==> src/rtl/wk_pkg.sv <==
package wk_pkg;

  typedef enum logic [1:0] {
    WK_ADDR_DEB   = 2'd0,
    WK_ADDR_POL   = 2'd1,
    WK_ADDR_EN    = 2'd2,
    WK_ADDR_CAUSE = 2'd3
  } wk_addr_e;

  localparam int WK_THR_W = 16;

  // Number of consecutive active samples needed for a given debounce code.
  // Undefined codes fall back to level sensitivity (one sample).
  function automatic logic [WK_THR_W-1:0] wk_threshold(input logic [4:0] code);
    logic [WK_THR_W-1:0] thr;
    case (code)
      5'd1:    thr = 16'd2;
      5'd2:    thr = 16'd3;
      5'd3:    thr = 16'd32;
      5'd4:    thr = 16'd512;
      5'd5:    thr = 16'd4096;
      5'd6:    thr = 16'd32768;
      default: thr = 16'd1;
    endcase
    return thr;
  endfunction

endpackage

==> src/rtl/wk_sync.sv <==
module wk_sync #(
  parameter int WIDTH  = 8,
  parameter int STAGES = 2
) (
  input  logic             clk,
  input  logic             rst,
  input  logic [WIDTH-1:0] din,
  output logic [WIDTH-1:0] dout
);
  logic [WIDTH-1:0] stg_q [STAGES];

  always_ff @(posedge clk) begin
    if (rst) stg_q[0] <= '0;
    else     stg_q[0] <= din;
  end

  for (genvar s = 1; s < STAGES; s++) begin : g_stage
    always_ff @(posedge clk) begin
      if (rst) stg_q[s] <= '0;
      else     stg_q[s] <= stg_q[s-1];
    end
  end

  assign dout = stg_q[STAGES-1];
endmodule

==> src/rtl/wk_qualifier.sv <==
module wk_qualifier
  import wk_pkg::*;
#(
  parameter int CNT_W = 16,
  parameter int CFG_W = 5
) (
  input  logic             clk,
  input  logic             rst,
  input  logic             pin_sync,
  input  logic             pol_high,
  input  logic [CFG_W-1:0] deb_code,
  output logic             qual
);
  localparam logic [CNT_W-1:0] CNT_MAX = {CNT_W{1'b1}};

  logic [CNT_W-1:0] run_q;
  logic [CNT_W-1:0] run_len;
  logic [CNT_W-1:0] thr;
  logic             active;

  assign active  = (pin_sync == pol_high);
  assign run_len = (run_q == CNT_MAX) ? CNT_MAX : run_q + 1'b1;
  assign thr     = CNT_W'(wk_threshold(5'(deb_code)));
  assign qual    = active && (run_len >= thr);

  always_ff @(posedge clk) begin
    if (rst)         run_q <= '0;
    else if (active) run_q <= run_len;
    else             run_q <= '0;
  end
endmodule

==> src/rtl/wk_regfile.sv <==
module wk_regfile
  import wk_pkg::*;
#(
  parameter int NUM_PINS = 8,
  parameter int CFG_W    = 5,
  parameter int DATA_W   = 16,
  parameter int ADDR_W   = 2
) (
  input  logic                clk,
  input  logic                rst,
  input  logic                reg_wr,
  input  logic [ADDR_W-1:0]   reg_addr,
  input  logic [DATA_W-1:0]   reg_wdata,
  input  logic [NUM_PINS-1:0] qual_vec,
  output logic [CFG_W-1:0]    deb_q,
  output logic [NUM_PINS-1:0] pol_q,
  output logic [NUM_PINS-1:0] en_q,
  output logic [DATA_W-1:0]   cause_q,
  output logic [DATA_W-1:0]   reg_rdata,
  output logic                wake_req
);
  wk_addr_e           sel;
  logic [DATA_W-1:0]  clr_mask;
  logic [DATA_W-1:0]  set_mask;
  logic [DATA_W-1:0]  cause_d;
  logic [DATA_W-1:0]  rd_d;

  assign sel      = wk_addr_e'(reg_addr);
  assign clr_mask = (reg_wr && sel == WK_ADDR_CAUSE) ? reg_wdata : '0;
  assign set_mask = DATA_W'(qual_vec & en_q);
  assign cause_d  = (cause_q & ~clr_mask) | set_mask;

  always_comb begin
    case (sel)
      WK_ADDR_DEB: rd_d = DATA_W'(deb_q);
      WK_ADDR_POL: rd_d = DATA_W'(pol_q);
      WK_ADDR_EN:  rd_d = DATA_W'(en_q);
      default:     rd_d = cause_q;
    endcase
  end

  always_ff @(posedge clk) begin
    if (rst) begin
      deb_q     <= '0;
      pol_q     <= '0;
      en_q      <= '0;
      cause_q   <= '0;
      reg_rdata <= '0;
      wake_req  <= 1'b0;
    end else begin
      if (reg_wr && sel == WK_ADDR_DEB) deb_q <= reg_wdata[CFG_W-1:0];
      if (reg_wr && sel == WK_ADDR_POL) pol_q <= reg_wdata[NUM_PINS-1:0];
      if (reg_wr && sel == WK_ADDR_EN)  en_q  <= reg_wdata[NUM_PINS-1:0];
      cause_q   <= cause_d;
      reg_rdata <= rd_d;
      wake_req  <= |cause_d;
    end
  end
endmodule

==> src/rtl/wake_debounce_top.sv <==
module wake_debounce_top #(
  parameter int NUM_PINS    = 8,
  parameter int SYNC_STAGES = 2,
  parameter int CNT_W       = 16,
  parameter int CFG_W       = 5,
  parameter int DATA_W      = 16,
  parameter int ADDR_W      = 2
) (
  input  logic                clk,
  input  logic                rst,
  input  logic [NUM_PINS-1:0] wake_pins,
  input  logic                reg_wr,
  input  logic [ADDR_W-1:0]   reg_addr,
  input  logic [DATA_W-1:0]   reg_wdata,
  output logic [DATA_W-1:0]   reg_rdata,
  output logic                wake_req
);
  logic [NUM_PINS-1:0] pins_sync;
  logic [NUM_PINS-1:0] qual_vec;
  logic [CFG_W-1:0]    deb_q;
  logic [NUM_PINS-1:0] pol_q;
  logic [NUM_PINS-1:0] en_q;
  logic [DATA_W-1:0]   cause_q;

  wk_sync #(.WIDTH(NUM_PINS), .STAGES(SYNC_STAGES)) u_sync (
    .clk (clk),
    .rst (rst),
    .din (wake_pins),
    .dout(pins_sync)
  );

  for (genvar p = 0; p < NUM_PINS; p++) begin : g_pin
    wk_qualifier #(.CNT_W(CNT_W), .CFG_W(CFG_W)) u_qual (
      .clk     (clk),
      .rst     (rst),
      .pin_sync(pins_sync[p]),
      .pol_high(pol_q[p]),
      .deb_code(deb_q),
      .qual    (qual_vec[p])
    );
  end

  wk_regfile #(
    .NUM_PINS(NUM_PINS), .CFG_W(CFG_W), .DATA_W(DATA_W), .ADDR_W(ADDR_W)
  ) u_regs (
    .clk      (clk),
    .rst      (rst),
    .reg_wr   (reg_wr),
    .reg_addr (reg_addr),
    .reg_wdata(reg_wdata),
    .qual_vec (qual_vec),
    .deb_q    (deb_q),
    .pol_q    (pol_q),
    .en_q     (en_q),
    .cause_q  (cause_q),
    .reg_rdata(reg_rdata),
    .wake_req (wake_req)
  );
endmodule

==> config.mk <==
export PLATFORM = sky130hd
export DESIGN_NAME = wake_debounce_top
export DESIGN_NICKNAME = d
export VERILOG_FILES = /design/src/rtl/wk_pkg.sv /design/src/rtl/wk_sync.sv /design/src/rtl/wk_qualifier.sv /design/src/rtl/wk_regfile.sv /design/src/rtl/wake_debounce_top.sv
export SDC_FILE = /design/constraint.sdc
export NUM_CORES = 1
export LEC_CHECK = 0
export BUFFER_PORTS_ARGS = -buffer_cell sky130_fd_sc_hd__buf_2
export CAP_MARGIN = 20
export CORE_MARGIN = 5
export CORE_UTILIZATION = 40
export DETAILED_ROUTE_END_ITERATION = 10
export SLEW_MARGIN = 10
export SYNTH_ARGS = -nofsm -noshare
export SYNTH_HDL_FRONTEND = slang
export SYNTH_SLANG_ARGS = --single-unit
==> constraint.sdc <==
create_clock -name clk -period 7.3 [get_ports clk]
set_input_delay 0.365 -clock clk [delete_from_list [all_inputs] [get_ports clk]]
set_output_delay 0.365 -clock clk [all_outputs]
set_load 0.02 [all_outputs]
==> results.yml <==
routing:
  postRouteAntennaNets: 0
  drc: 0
  route.met2.wl_um: 11200
  drt-initial-drc-count: 521
  vias: 8561
  route.met3.wl_um: 768
  viasPerCell: 5.41
  top_layer_used: "met5"
  totalWireLength_um: 23900
  drt-pass1-iter-count: 5
  wl_met1_um: 11600
  routedWlPerCell_um: 15.1
power_and_ir_drop:
  p_per_area_nw_per_um2: 194
  vdd_drop_max_mv: 0.149
  switching_share: 0.251
  pwr-share-comb: 0.085
  p_switching_uw: 559
  p_int_mw: 1.67
  leakage_nw: 4.51
  clkPwrFrac: 0.410
  seq_power_share: 0.505
  total_power_mw: 2.23
finish:
  final_cells: 1583
  syn_to_final_growth_pct: 9.56
  drive_above_1_share: 0.0930
  final_nets: 1319
  final_util: 0.443
yosys:
  async_reset_ff_frac: 0
  synth_cell_types: 73
  synth_top_area_cell: "dfxtp_1"
  ys_seq_elements: 198
  yosys_warnings: 0
  synthTopCellsByCount: "dfxtp_1, nand2_1, a21oi_1, nor2_1, ha_1"
  synth_ff_type: "dfxtp_1"
  synthCells: 1223
  ys_seq_area_frac: 0.379
  netlist_area_um2: 10500
  synth_area_leaders: "dfxtp_1, ha_1, a21oi_1"
  synth_edf_count: 0
  syn-mean-instance-area_um2: 8.56
  yosysMostFrequentCell: "dfxtp_1"
  yosys.area.top_type_share: 0.379
  syn_nets: 1308
critical_path:
  path_buf_inv: 0
  cp_top_family: "simple AND/OR/NAND/NOR gates"
  slowest_stage: "nand4_1"
  slowest_delay_ns: 0.53
  path_max_fanout: 14
  critPathKind: "flop to flop"
  cp-start-kind: "flop"
  required_ns: 7.58
  critPathArrivalTime_ns: 4.45
  critPathCaptureType: "flop"
  path_cells: "ha_1 -> and4_2 -> nand4_1 -> and2_1 -> ha_1 -> nand2b_1 -> a221oi_2 -> a21boi_1 -> or4b_1 -> a221oi_2 -> o211a_1 -> and4_1 -> a41oi_2"
clock_tree:
  cts_resized: 0
  cts_setup_buffers: 0
  clkTransAtPathRegs_ns: 0.07
  clock_sinks: 198
  clk_latency_ns: 0.44
  postCtsHoldBufs: 0
  cts_buffer_depth: 2
  cts_tree: "built"
  cts_root_buffer: "clkbuf_16"
  h-tree-depth: 4
  numCtsBuffers: 17
die:
  fp-row-count: 59
  core_um2: 25900
  start_util: 0.404
  fp.dieW_um: 172
  die_h_um: 172
  die-area_um2: 29500
  ios: 46
job:
  cap_violations: 0
global_route:
  grt_pass1_vias: 8017
  grt_max_degree: 77
  grt_overflow: 0
  grt_pass1_wl_um: 39800
  gr-usage-all-layers: 0.165
  antenna_found_initial: 2
placement:
  port_buffers: 45
  dp_cells: 1550
  routabilityCongestion: 0.826
  hpwlAfterDp_um: 16800
timing:
  fin_skew_ns: 0.00801
  slew_viol_final: 0
  fin_tns_setup_ns: 0
  final-setup-viol-count: 0
  post-route-period-util: 0.572
  rsz0062_at_grt: "no"
  fmax_ghz: 0.240
  tightest_slew_ns: 1.07
  max-slew-margin-rel: 0.285
  period_minus_slack_ns: 4.17
  holdWs_ns: 0.129
  hold_violations: 0
status:
  status: "finished clean"
hold_path:
  hold_path.class: "primary input to flop"
==> state kept, by name (all words and copies together), names as in the netlist <==
register and cells:
u_regs.cause_q 16, u_regs.reg_rdata 16, u_regs.deb_q 5, u_sync.stg_q 16, u_regs.pol_q 8, u_regs.wake_req 1, g_pin.u_qual.run_q 128, u_regs.en_q 8
==> layout make-up <==
type,count,area (um^2)
multi-input cells,955,6230
well taps,335,419
diodes,1,2.50
inverters,15,56.3
fillers,2560,14400
flip-flops and latches,198,3960
clock inverters,14,125
clock buffers,18,439
repair buffers,47,240
==> through the flow <==
step           instance area [um^2]  setup WS [ns]
3_5_place_dp                  10900           3.18
6_report                      11500           3.13
2_1_floorplan                 10500           3.94
3_3_place_gp                  10900           3.27
4_1_cts                       11500           3.15
5_1_grt                       11500           2.88
==> cell families after synthesis <==
family,Yosys count,share of synthesized area
buf+inv,70,0.0269
fa+ha+maj,56,0.0669
simple gates,544,0.271
xor+xnor,92,0.0770
mux,35,0.0401
flops,198,0.379
compound gates,228,0.140
==> power by group through the flow <==
stage / logic (mW) / clock network [mW] / registers [mW]
after floorplan: 0.139 / 0 / 1.15
after global placement: 0.187 / 0 / 1.15
after detailed placement: 0.189 / 0 / 1.15
after CTS: 0.191 / 0.937 / 1.12
after global routing: 0.214 / 0.989 / 1.13
final: 0.189 / 0.914 / 1.12
==> worst paths after layout <==
check	from	cells past startpoint	to	slack [ns]
min reg2reg	u_sync.stg_q[0][5]$_SDFF_PP0_	1	u_sync.stg_q[1][5]$_SDFF_PP0_	0.44
min	wake_pins[1]	2	u_sync.stg_q[0][1]$_SDFF_PP0_	0.13
max reg2reg	g_pin[7].u_qual.run_q[0]$_SDFF_PP0_	13	u_regs.wake_req$_SDFF_PP0_	3.13
max	g_pin[7].u_qual.run_q[0]$_SDFF_PP0_	13	u_regs.wake_req$_SDFF_PP0_	3.13
==> metal layers <==
metal | track usage | vias up
met3 | 0.0363 | 23
li1 | - | 4409
met1 | 0.222 | 4022
met5 | 0 | -
met4 | 0.0485 | 2
met2 | 0.268 | 105
==> layout by cell type (no fill, tap or decap), types with 5 or more instances in the layout <==
| cell type | n |
|---|---|
| a211o_1 | 6 |
| a211oi_1 | 9 |
| a21boi_0 | 5 |
| a21oi_1 | 111 |
| a311oi_1 | 5 |
| a31o_2 | 5 |
| a31oi_1 | 16 |
| and2_1 | 21 |
| and3_1 | 29 |
| and3b_1 | 7 |
| and4_1 | 18 |
| buf_2 | 45 |
| clkbuf_16 | 17 |
| dfxtp_1 | 198 |
| ha_1 | 56 |
| inv_1 | 15 |
| mux2_2 | 6 |
| mux2i_1 | 24 |
| mux4_2 | 5 |
| nand2_1 | 133 |
| nand2b_1 | 27 |
| nand3_1 | 53 |
| nand4_1 | 35 |
| nor2_1 | 111 |
| nor2b_1 | 39 |
| nor3_1 | 18 |
| nor4_1 | 10 |
| o211ai_1 | 6 |
| o21a_1 | 5 |
| o21ai_0 | 18 |
| o31ai_1 | 5 |
| or2_2 | 10 |
| or3_1 | 9 |
| xnor2_1 | 50 |
| xor2_1 | 42 |
Note: power is estimated with default switching activity, not from simulation.
